**config.mk**
```make
export PLATFORM = sky130hd
export DESIGN_NAME = usb_in_ep_banks
export DESIGN_NICKNAME = d
export VERILOG_FILES = /design/src/rtl/usb_in_ep_pkg.sv /design/src/rtl/ep_bank_store.sv /design/src/rtl/ep_cpu_side.sv /design/src/rtl/ep_usb_side.sv /design/src/rtl/usb_in_ep_banks.sv
export SDC_FILE = /design/constraint.sdc
export NUM_CORES = 1
export LEC_CHECK = 0
export BUFFER_PORTS_ARGS = -buffer_cell sky130_fd_sc_hd__buf_4
export CORE_MARGIN = 2
export CORE_UTILIZATION = 57
export DETAILED_ROUTE_END_ITERATION = 8
export PLACE_DENSITY = 0.73
export SETUP_SLACK_MARGIN = 0.02
export SLEW_MARGIN = 20
export SYNTH_ARGS = -nofsm -noshare
export SYNTH_HDL_FRONTEND = slang
export SYNTH_SLANG_ARGS = --single-unit
export TNS_END_PERCENT = 100
```
**constraint.sdc**
```tcl
create_clock -name clk -period 2.63 [get_ports clk]
set_input_delay 0.526 -clock clk [delete_from_list [all_inputs] [get_ports clk]]
set_output_delay 0.526 -clock clk [all_outputs]
set_load 0.01 [all_outputs]
```
**src/rtl/usb_in_ep_pkg.sv**
```systemverilog
package usb_in_ep_pkg;

    typedef enum logic [1:0] {
        TX_IDLE = 2'd0,
        TX_SEND = 2'd1,
        TX_WAIT = 2'd2
    } tx_state_e;

    typedef struct packed {
        logic       valid;
        logic       last;
        logic [7:0] data;
    } tx_beat_t;

    // wrap-around increment of a bank pointer
    function automatic int unsigned bump_ptr(input int unsigned p, input int unsigned nb);
        return (p + 1 >= nb) ? 0 : p + 1;
    endfunction

endpackage

```
**src/rtl/ep_bank_store.sv**
```systemverilog
module ep_bank_store #(
    parameter int DEPTH = 64,
    parameter int CW    = 7,
    parameter int IW    = 6
) (
    input  logic          clk,
    input  logic          clr,
    input  logic          wr_en,
    input  logic [7:0]    wr_data,
    input  logic          commit,
    input  logic          rel,
    input  logic [IW-1:0] rd_idx,
    output logic [7:0]    rd_data,
    output logic [CW-1:0] count,
    output logic          ready,
    output logic          full
);
    logic [7:0] mem [DEPTH];
    logic       do_wr;

    assign full    = (count == CW'(DEPTH));
    assign do_wr   = wr_en && !ready && !full;
    assign rd_data = mem[rd_idx];

    always_ff @(posedge clk) begin
        if (clr) begin
            count <= '0;
            ready <= 1'b0;
        end else if (rel) begin
            count <= '0;
            ready <= 1'b0;
        end else if (commit) begin
            ready <= 1'b1;
        end else if (do_wr) begin
            count <= count + CW'(1);
        end
    end

    always_ff @(posedge clk) begin
        if (do_wr) begin
            mem[count[IW-1:0]] <= wr_data;
        end
    end
endmodule

```
**src/rtl/ep_cpu_side.sv**
```systemverilog
module ep_cpu_side #(
    parameter int NUM_BANKS = 2,
    parameter int PW        = 1
) (
    input  logic          clk,
    input  logic          clr,
    input  logic          cpu_wr,
    input  logic          free_clr,
    input  logic          own_clr,
    input  logic          cur_ready,
    input  logic          cur_full,
    output logic          wr_ok,
    output logic          commit,
    output logic [PW-1:0] ptr,
    output logic          free_q,
    output logic          own_q,
    output logic          room,
    output logic          seq_err_q,
    output logic          ovf_q
);
    assign room   = own_q && !cur_full;
    assign wr_ok  = cpu_wr && room;
    assign commit = own_clr && own_q && !free_q;

    always_ff @(posedge clk) begin
        if (clr) begin
            ptr       <= '0;
            free_q    <= 1'b0;
            own_q     <= 1'b0;
            seq_err_q <= 1'b0;
            ovf_q     <= 1'b0;
        end else begin
            if (commit) begin
                own_q <= 1'b0;
                ptr   <= PW'(usb_in_ep_pkg::bump_ptr(32'(ptr), NUM_BANKS));
            end else if (!own_q && !cur_ready) begin
                own_q  <= 1'b1;
                free_q <= 1'b1;
            end else if (free_clr) begin
                free_q <= 1'b0;
            end
            if (own_clr && own_q && free_q) seq_err_q <= 1'b1;
            if (cpu_wr && !wr_ok)           ovf_q     <= 1'b1;
        end
    end
endmodule

```
**src/rtl/ep_usb_side.sv**
```systemverilog
module ep_usb_side
    import usb_in_ep_pkg::*;
#(
    parameter int NUM_BANKS = 2,
    parameter int PW        = 1,
    parameter int CW        = 7,
    parameter int IW        = 6
) (
    input  logic          clk,
    input  logic          clr,
    input  logic          tok,
    input  logic          rd,
    input  logic          ack,
    input  logic          tmo,
    input  logic          bank_ready,
    input  logic [CW-1:0] bank_cnt,
    input  logic [7:0]    bank_data,
    output logic [IW-1:0] rd_idx,
    output logic [PW-1:0] ptr,
    output logic          rel,
    output tx_beat_t      beat,
    output logic          nak,
    output logic          zlp
);
    tx_state_e st;
    logic      at_last;

    assign at_last    = (CW'(rd_idx) + CW'(1) == bank_cnt);
    assign rel        = (st == TX_WAIT) && ack;
    assign beat.valid = (st == TX_SEND);
    assign beat.last  = (st == TX_SEND) && at_last;
    assign beat.data  = bank_data;

    always_ff @(posedge clk) begin
        if (clr) begin
            st     <= TX_IDLE;
            rd_idx <= '0;
            ptr    <= '0;
            nak    <= 1'b0;
            zlp    <= 1'b0;
        end else begin
            nak <= 1'b0;
            zlp <= 1'b0;
            unique case (st)
                TX_IDLE: begin
                    if (tok) begin
                        if (!bank_ready) begin
                            nak <= 1'b1;
                        end else if (bank_cnt == '0) begin
                            zlp <= 1'b1;
                            st  <= TX_WAIT;
                        end else begin
                            rd_idx <= '0;
                            st     <= TX_SEND;
                        end
                    end
                end
                TX_SEND: begin
                    if (rd) begin
                        if (at_last) begin
                            rd_idx <= '0;
                            st     <= TX_WAIT;
                        end else begin
                            rd_idx <= rd_idx + IW'(1);
                        end
                    end
                end
                TX_WAIT: begin
                    if (ack) begin
                        ptr <= PW'(bump_ptr(32'(ptr), NUM_BANKS));
                        st  <= TX_IDLE;
                    end else if (tmo) begin
                        st <= TX_IDLE;
                    end
                end
                default: st <= TX_IDLE;
            endcase
        end
    end
endmodule

```
**src/rtl/usb_in_ep_banks.sv**
```systemverilog
module usb_in_ep_banks
    import usb_in_ep_pkg::*;
#(
    parameter int NUM_BANKS = 2,
    parameter int DEPTH     = 64
) (
    input  logic       clk,
    input  logic       rst,
    input  logic       ep_flush,
    input  logic       int_en,
    input  logic       cpu_wr,
    input  logic [7:0] cpu_wdata,
    input  logic       free_clr,
    input  logic       own_clr,
    output logic       free_flag,
    output logic       own_flag,
    output logic       room,
    output logic       irq,
    output logic       seq_err,
    output logic       overflow,
    input  logic       in_tok,
    input  logic       rd_rdy,
    input  logic       host_ack,
    input  logic       host_tmo,
    output logic       tx_nak,
    output logic       tx_zlp,
    output logic       tx_valid,
    output logic [7:0] tx_data,
    output logic       tx_last
);
    localparam int PW = (NUM_BANKS > 1) ? $clog2(NUM_BANKS) : 1;
    localparam int CW = $clog2(DEPTH + 1);
    localparam int IW = (DEPTH > 1) ? $clog2(DEPTH) : 1;

    logic           clr;
    logic           wr_ok, commit, rel;
    logic [PW-1:0]  cpu_ptr, usb_ptr;
    logic [IW-1:0]  rd_idx;
    logic [NUM_BANKS-1:0] ready_v, full_v;
    logic [CW-1:0]  cnt_a  [NUM_BANKS];
    logic [7:0]     data_a [NUM_BANKS];
    tx_beat_t       beat;

    assign clr = rst || ep_flush;

    generate
        for (genvar b = 0; b < NUM_BANKS; b++) begin : g_bank
            ep_bank_store #(.DEPTH(DEPTH), .CW(CW), .IW(IW)) u_bank (
                .clk     (clk),
                .clr     (clr),
                .wr_en   (wr_ok  && (cpu_ptr == PW'(b))),
                .wr_data (cpu_wdata),
                .commit  (commit && (cpu_ptr == PW'(b))),
                .rel     (rel    && (usb_ptr == PW'(b))),
                .rd_idx  (rd_idx),
                .rd_data (data_a[b]),
                .count   (cnt_a[b]),
                .ready   (ready_v[b]),
                .full    (full_v[b])
            );
        end
    endgenerate

    ep_cpu_side #(.NUM_BANKS(NUM_BANKS), .PW(PW)) u_cpu (
        .clk       (clk),
        .clr       (clr),
        .cpu_wr    (cpu_wr),
        .free_clr  (free_clr),
        .own_clr   (own_clr),
        .cur_ready (ready_v[cpu_ptr]),
        .cur_full  (full_v[cpu_ptr]),
        .wr_ok     (wr_ok),
        .commit    (commit),
        .ptr       (cpu_ptr),
        .free_q    (free_flag),
        .own_q     (own_flag),
        .room      (room),
        .seq_err_q (seq_err),
        .ovf_q     (overflow)
    );

    ep_usb_side #(.NUM_BANKS(NUM_BANKS), .PW(PW), .CW(CW), .IW(IW)) u_usb (
        .clk        (clk),
        .clr        (clr),
        .tok        (in_tok),
        .rd         (rd_rdy),
        .ack        (host_ack),
        .tmo        (host_tmo),
        .bank_ready (ready_v[usb_ptr]),
        .bank_cnt   (cnt_a[usb_ptr]),
        .bank_data  (data_a[usb_ptr]),
        .rd_idx     (rd_idx),
        .ptr        (usb_ptr),
        .rel        (rel),
        .beat       (beat),
        .nak        (tx_nak),
        .zlp        (tx_zlp)
    );

    assign irq      = free_flag && int_en;
    assign tx_valid = beat.valid;
    assign tx_data  = beat.data;
    assign tx_last  = beat.last;
endmodule

```
Yosys cells after proc, flatten, opt, wreduce, memory -nomap -nowiden
Memory sizes are Yosys's and may differ from the RTL's. A register that Yosys moved wholly into a read port is not among the register bits.
Cells that the tools add are included.

cells by class
  add/sub/neg operators = 6
  order comparisons = 5
  equality and inequality tests = 11
  multiplexer cells = 40
  bitwise logic cells = 9
  reduce and logical (&&, ||, !) cells = 45

operators by type and width
  kind                   number
  $mux W6                9
  $mux W8                3
  $mux W7                3
  $logic_and A1 B1 Y1    20
  $mux W1                16
  $add A7 B1 Y7 const B  2
  $eq A7 B7 Y1 const B   2
  $mux W2                7
  $pmux W6 S2            1
  $reduce_and A5 Y1      2
  $logic_not A1 Y1       9
  $not A1 Y1             8
  $reduce_and A2 Y1      4
  $add A6 B1 Y7 const B  1
  $eq A7 B7 Y1           1
  $logic_not A7 Y1       1
  $add A6 B1 Y6 const B  1
  $ge A2 B2 Y1 const B   3
  $ne A2 B2 Y1 const B   3
  $pmux W2 S3            1
  $reduce_or A2 Y1       3
  $add A1 B1 Y2 const B  2
  $lt A1 B2 Y1 const B   2
  $ne A2 B1 Y1 const B   2
  9 further kinds        10

storage, ports and cells
  bits in registers = 32
  bits in writable memories = 1024
  input port bits = 19
  word-level logic and storage cells = 132
  memories = 2

memories
  memory                words  width  read ports  clocked after Yosys merged registers in  write ports  line                 source
  g_bank[0].u_bank.mem  64     8      1           1                                        1            ep_bank_store.sv:18  logic [7:0] mem [DEPTH];
  g_bank[1].u_bank.mem  64     8      1           1                                        1            ep_bank_store.sv:18

Depth between registers and ports, before layout
Gate-level depths: netlist of run 1.

  depth after elaboration = 11
  mapped depth = 10
  mapped depth without buffers = 8

Modules after synthesis
From an unflattened synthesis of run 1, not the netlist that was laid out.

unflattened totals
  cell total of the unflattened synthesis = 2028
  area, all modules = 41902.7 µm²

by module, submodules not included
  module           instances  cells an instance  area each (µm²)  sequential area each (µm²)
  ep_bank_store    2          942                20270.7          15534.9
  ep_usb_side      1          95                 858.3            220.2
  usb_in_ep_banks  1          28                 317.8            0.0
  ep_cpu_side      1          21                 185.2            100.1

Worst setup path after synthesis of run 1
Ideal clock, no wire load.

  path kind = reg-to-output
  start = register with a tool-made name
  end = output tx_data[3]
  data arrival time = 2.397 ns
  data required time = 2.104 ns
  setup slack = -0.293 ns
  stages on the path, launching flop included = 9
  path buffers = 4
  cell sequence = dfxtp_1 -> buf_2 -> buf_6 -> buf_4 -> buf_2 -> mux4_2 -> mux2i_1 -> a221oi_1 -> or4_1

RTL lines
  element        line                   source
  end, declared  usb_in_ep_banks.sv:28  output logic [7:0] tx_data,

==> impl_metrics.toml, run 1 <==
[timing]
fin_skew_ns = 0.04054
setup_slack_ns = -1.328
period_share_pct = 150.5
hold_viol = 0
hold_slack_ns = 0.1125
setup_viol = 10
maxSlewHeadroom_pct = 36.32
max_freq_mhz = 252.7
rsz0062_at_grt = "yes"
drv_slew = 0
period_needed_ns = 3.958
tightest_slew_ns = 0.9516

[global_route]
grt_pass1_wl_um = 143100
grt_max_degree = 129
grt_overflow = 0
grt_pass1_vias = 22112
grt_antenna_before_repair = 2
grt_usage_pct = 26.30

[final_layout]
syn_to_final_growth_pct = 19.74
final_area_um2 = 49590
stdcell_count = 3419
drive_above_1_share_pct = 36.79
fillerInstances = 4275
nets = 2407

[hold_path]
hold_path.class = "in2reg"

[run]
max_cap_viol_count = 0

[synthesis]
synth_common_cells = "edfxtp_1 (1024), mux4_2 (256), nor2_1 (200), clkbuf_1 (72), o22ai_1 (64)"
synth_ff_type = "edfxtp_1"
synth_area_um2 = 41420
synth_xor_area_share_pct = 0.4773
synthArstFlopShare_pct = 0
synth_compound_area_share_pct = 2.157
synth_top_cell_area_share_pct = 74.25
synthMostInstantiatedCell = "edfxtp_1"
synth.area.top_cells = "edfxtp_1 (74%), mux4_2 (14%), dfxtp_1 (1.8%)"
synth_top_family_by_area = "multiplexers"
synth.avg_cell_area_um2 = 20.46
seq_area_frac_synth_pct = 76.08
ys_ff_latch = 1062
synth-adder-area-share_pct = 0.1511
syn_nets = 2048
yosys_warnings = 0
synthMuxAreaShare_pct = 15.79
yosys.area_share.simple_pct = 3.958
synth_cell_types = 52
synth_edf_count = 1024
synth_cells = 2024
synth_area_leader_cell = "edfxtp_1"

[setup_path]
critical_path_peak_fanout = 9
cp-end-kind = "output port"
arrival_ns = 3.43
path_class = "reg2out"
required_ns = 2.10
setup.worst_path.start_class = "flop"

[routing]
avgRoutedWirePerCell_um = 28.38
drt_pre_antenna_iters = 7
num_vias = 21638
drcViolationCount = 0
avgViaCountPerCell = 6.329
wirelength_um = 97030
met1_length_um = 37090
dr_wl_met3_um = 8656
wl_met2_um = 48710
drt_first_iter_violations = 2660
detail-route-antenna-nets = 0
dr.max_layer_used = "met5"

[place]
place_area_um2 = 45210
pre_cts_ws_ns = -0.8156
place.detailed.hpwl_um = 60320
io_buffers = 36
dp_cells = 3191
gp_congestion = 0.8702

[pwr]
finalPower_w = 0.03322
max-vdd-ir-drop_v = 0.0006735
p_per_area_nw_per_um2 = 669.8
p_leak_nw = 15.66

[clock_network]
cts_buffer_depth = 3
clock_latency_ns = 0.68
numCtsBuffers = 102
cts-htree-levels = 3
cts-root-buf = "clkbuf_16"
cts_tree = "yes"
clkTransAtPathRegs_ns = 0.06
numClockSinks = 1062

[floorplanning]
start_util_pct = 57.74
ios = 37
dieArea_um2 = 74830
die_w_um = 273.6
rows = 98
die_h_um = 273.6
coreArea_um2 = 71730

[run_status]
status = "finished, violations left"
violations = "negative setup slack"
sequential cells by signal, summed over array words and instances (netlist names), 2 cells and up, named ones only:
register and count:
g_bank.u_bank.count 14, g_bank.u_bank.mem 1024, g_bank.u_bank.ready 2, u_usb.rd_idx 6, u_usb.st 2
critical path, cell delays in order (launching register included):
cell	delay (ns)
dfxtp_4	0.40
buf_12	0.17
buf_16	0.16
buf_4	0.14
buf_4	0.22
mux4_2	0.55
nor2_1	0.14
or3_1	0.13
a221oi_1	0.05
or4_4	0.63
buf_6	0.15
cells by family after synthesis:
family          count (synthesis)
xor+xnor                       21
simple gates                  355
compound gates                127
flops                        1062
mux                           329
buf+inv                       125
fa+ha+maj                       5
final timing paths:
check	start	to	slack [ns]	depth (start not counted)
worst max-delay path	flop	tx_data[6]	-1.33	10
worst min-delay path	in_tok	u_usb.nak	0.11	3
worst max register to register	g_bank[0].u_bank.count[1]	g_bank[0].u_bank.mem[8][2]	0.08	6
worst min register to register	u_cpu.seq_err_q	u_cpu.seq_err_q	0.50	2
power by group:
part	internal, W	switching [W]
Sequential	0.0185	0.00000528
Clock	0.00784	0.00638
Combinational	0.000110	0.000348
Total	0.0265	0.00674
final cells by class:
type / count / area [um^2] / area share [%]
sequential: 1062 / 31540 / 63.59
inverter: 10 / 37.54 / 0.07569
tap: 950 / 1189 / 2.397
clock buffer: 126 / 2653 / 5.349
clock inverter: 63 / 621.8 / 1.254
antenna: 1 / 2.502 / 0.005046
timing repair buffer: 370 / 3641 / 7.342
multi-input combinational: 837 / 9912 / 19.99
per-stage QoR:
step	TNS, ns	util (%)
floorplan	-0.6159	-
global placement	-6.215	63.03
detailed placement	-6.748	63.03
CTS	-11.09	68.53
global route	-11.62	69.13
finish	-10.93	69.13
routing by layer:
layer | vias up | global-route usage, %
li1 | 9095 | -
met1 | 11308 | 36.47
met2 | 1090 | 42.58
met3 | 141 | 4.921
met4 | 4 | 9.232
met5 | - | 0
layout by cell type, fill, tap and decap left out, types with 17 or more instances in the layout:
cell,count
buf_12,50
buf_4,296
clkbuf_1,23
clkbuf_16,106
clkinv_2,23
dfxtp_1,26
edfxtp_1,1024
mux2_2,26
mux2i_1,37
mux4_2,256
nand2_1,36
nand3_1,17
nor2_1,200
o22ai_1,32
o22ai_2,26
or3_1,33
timing repair:
action                                 in CTS  in global routing
setup buffers                              27                  8
resized for setup                          69                 55
gates cloned                                2                  4
endpoints found under the hold margin       0                  0
hold buffers                                0                  0
setup endpoints to repair                  14                 13
pin swaps                                   7                 18
(Power assumes the default switching activity.)
==> run 2: changes to the inputs <==
Settings changed: CTS_CLUSTER_SIZE from default to 40, HOLD_SLACK_MARGIN from default to 0.12, SYNTH_HIERARCHICAL from default to 1.
==> impl_metrics.toml, run 2 <==
[setup_path]
cp-end-kind = "output port"
setup.worst_path.start_class = "flop"
path_class = "reg2out"
required_ns = 2.10
critical_path_peak_fanout = 6
arrival_ns = 3.43

[timing]
setup_viol = 1026
rsz0062_at_grt = "yes"
hold_slack_ns = 0.1419
max_freq_mhz = 252.7
setup_slack_ns = -1.327
tightest_slew_ns = 1.125
drv_slew = 0
hold_viol = 0
finalSetupTns_ns = -202.82
fin_skew_ns = 0.02594
period_share_pct = 150.5
period_needed_ns = 3.957
maxSlewHeadroom_pct = 24.78

[clock_network]
numCtsBuffers = 103
cts_tree = "yes"
clock_latency_ns = 0.66
cts-htree-levels = 3
clkTransAtPathRegs_ns = 0.06
cts_buffer_depth = 3
numClockSinks = 1056
cts-root-buf = "clkbuf_16"

[synthesis]
syn_nets = 2052
synthMostInstantiatedCell = "edfxtp_1"
synth.area.top_cells = "edfxtp_1 (73%), mux4_2 (15%), nor2_1 (1.6%)"
seq_area_frac_synth_pct = 74.91
synthArstFlopShare_pct = 0
synth_area_leader_cell = "edfxtp_1"
synth.avg_cell_area_um2 = 20.66
synth_top_cell_area_share_pct = 73.38
synth_cell_types = 65
synth_ff_type = "edfxtp_1"
synth_edf_count = 1024
synth_common_cells = "edfxtp_1 (1024), mux4_2 (272), nor2_1 (181), mux2i_1 (63), nand2_1 (50)"
synth_cells = 2028
yosys_warnings = 6
ys_ff_latch = 1056
synth_area_um2 = 41900

[run_status]
status = "finished, violations left"
violations = "negative setup slack"

[routing]
num_vias = 22966
drt_first_iter_violations = 2752
drcViolationCount = 0
detail-route-antenna-nets = 0
avgRoutedWirePerCell_um = 30.77
avgViaCountPerCell = 6.471
drt_pre_antenna_iters = 6
wirelength_um = 109200

[global_route]
grt_overflow = 0
grt_max_degree = 85
grt_antenna_before_repair = 0
grt_usage_pct = 29.25
grt_pass1_wl_um = 159500
grt_pass1_vias = 23660

[floorplanning]
coreArea_um2 = 72830
start_util_pct = 57.53
dieArea_um2 = 75700
ios = 37
rows = 99
die_w_um = 275.1
die_h_um = 275.1

[final_layout]
drive_above_1_share_pct = 45.10
nets = 2533
final_cell_mix = "edfxtp_1 (1024), mux4_2 (272), buf_4 (229)"
largest_reg_flops = 1024
syn_to_final_growth_pct = 27.06
finish.utilization_pct = 73.10
final_area_um2 = 53240
diodes = 0
final_common_cell = "edfxtp_1"

[pwr]
p_per_area_nw_per_um2 = 627.1
p_leak_nw = 16.79
max-vdd-ir-drop_v = 0.0007488

[place]
io_buffers = 36
place.detailed.hpwl_um = 63280
pre_cts_ws_ns = -0.7960
gp_congestion = 0.8757
place_area_um2 = 46270

[run]
max_cap_viol_count = 0

[hold_path]
hold_path.class = "in2reg"
==> run 2: layout make-up <==
class | instances | area, um^2
Sequential cell | 1056 | 31420
Fill cell | 3855 | 19590
Multi-Input combinational cell | 843 | 11230
Timing Repair Buffer | 493 | 6052
Clock buffer | 118 | 2676
Tap cell | 959 | 1200
Clock inverter | 68 | 606.8
Inverter | 12 | 52.55
==> run 2: routing by layer <==
metal	vias to the layer above	global-route usage (%)	wire [um]
li1	9372	-	-
met1	11885	38.66	38730
met2	1415	48.59	55280
met3	294	5.062	9837
met4	0	12.50	5358
met5	-	0	0
==> run 2: timing repair <==
item | CTS | global route
setup endpoints to repair | 1042 | 1034
pin swaps | 108 | 55
cloned | 8 | 1
resized for setup | 372 | 55
buffers inserted | 116 | 30
hold buffers | 3 | 0
hold endpoints to repair | 3 | 0
==> run 2: logic make-up (layout without fill, tap and decap cells) <==
family / count (synthesis) / count (layout) / share of synthesized area [%]
compound gates: 129 / 129 / 2.210
xor+xnor: 20 / 20 / 0.4360
fa+ha+maj: 5 / 5 / 0.1493
buf+inv: 129 / 691 / 1.795
flops: 1056 / 1056 / 74.91
mux: 361 / 361 / 16.89
simple gates: 328 / 328 / 3.604
==> run 2: worst paths after layout <==
check | start | depth (start not counted) | slack, ns | endpoint
worst max-delay path | u_usb/rd_idx[0] | 9 | -1.33 | tx_data[1]
worst min-delay path | own_clr | 3 | 0.14 | u_cpu/seq_err_q
worst min register to register | u_cpu/seq_err_q | 2 | 0.49 | u_cpu/seq_err_q
worst max register to register | g_bank[0].u_bank/count[0] | 17 | -0.33 | g_bank[0].u_bank/mem[51][5]
==> run 2: critical path: stages, from the launching register on <==
cell      delay (ns)
dfxtp_4         0.38
buf_12          0.15
buf_4           0.15
buf_16          0.12
mux4_2          0.49
mux4_2          0.46
o211ai_1        0.36
nand2_2         0.21
mux2_4          0.32
buf_6           0.12
==> run 2: stage by stage <==
| stage | instances | power, W |
|---|---|---|
| floorplan | 2028 | 0.01888 |
| global placement | 3210 | 0.01921 |
| detailed placement | 3210 | 0.01924 |
| CTS | 3522 | 0.03338 |
| global route | 3549 | 0.03414 |
| finish | 3549 | 0.03339 |
==> run 2: power by group <==
part / total, W / switching (W) / internal, W / leakage [nW]
clock: 0.0145 / 0.00623 / 0.00825 / 1.59
sequential: 0.0184 / 0.00000578 / 0.0184 / 9.47
combinational: 0.000468 / 0.000356 / 0.000113 / 5.73
total: 0.0334 / 0.00659 / 0.0268 / 16.8
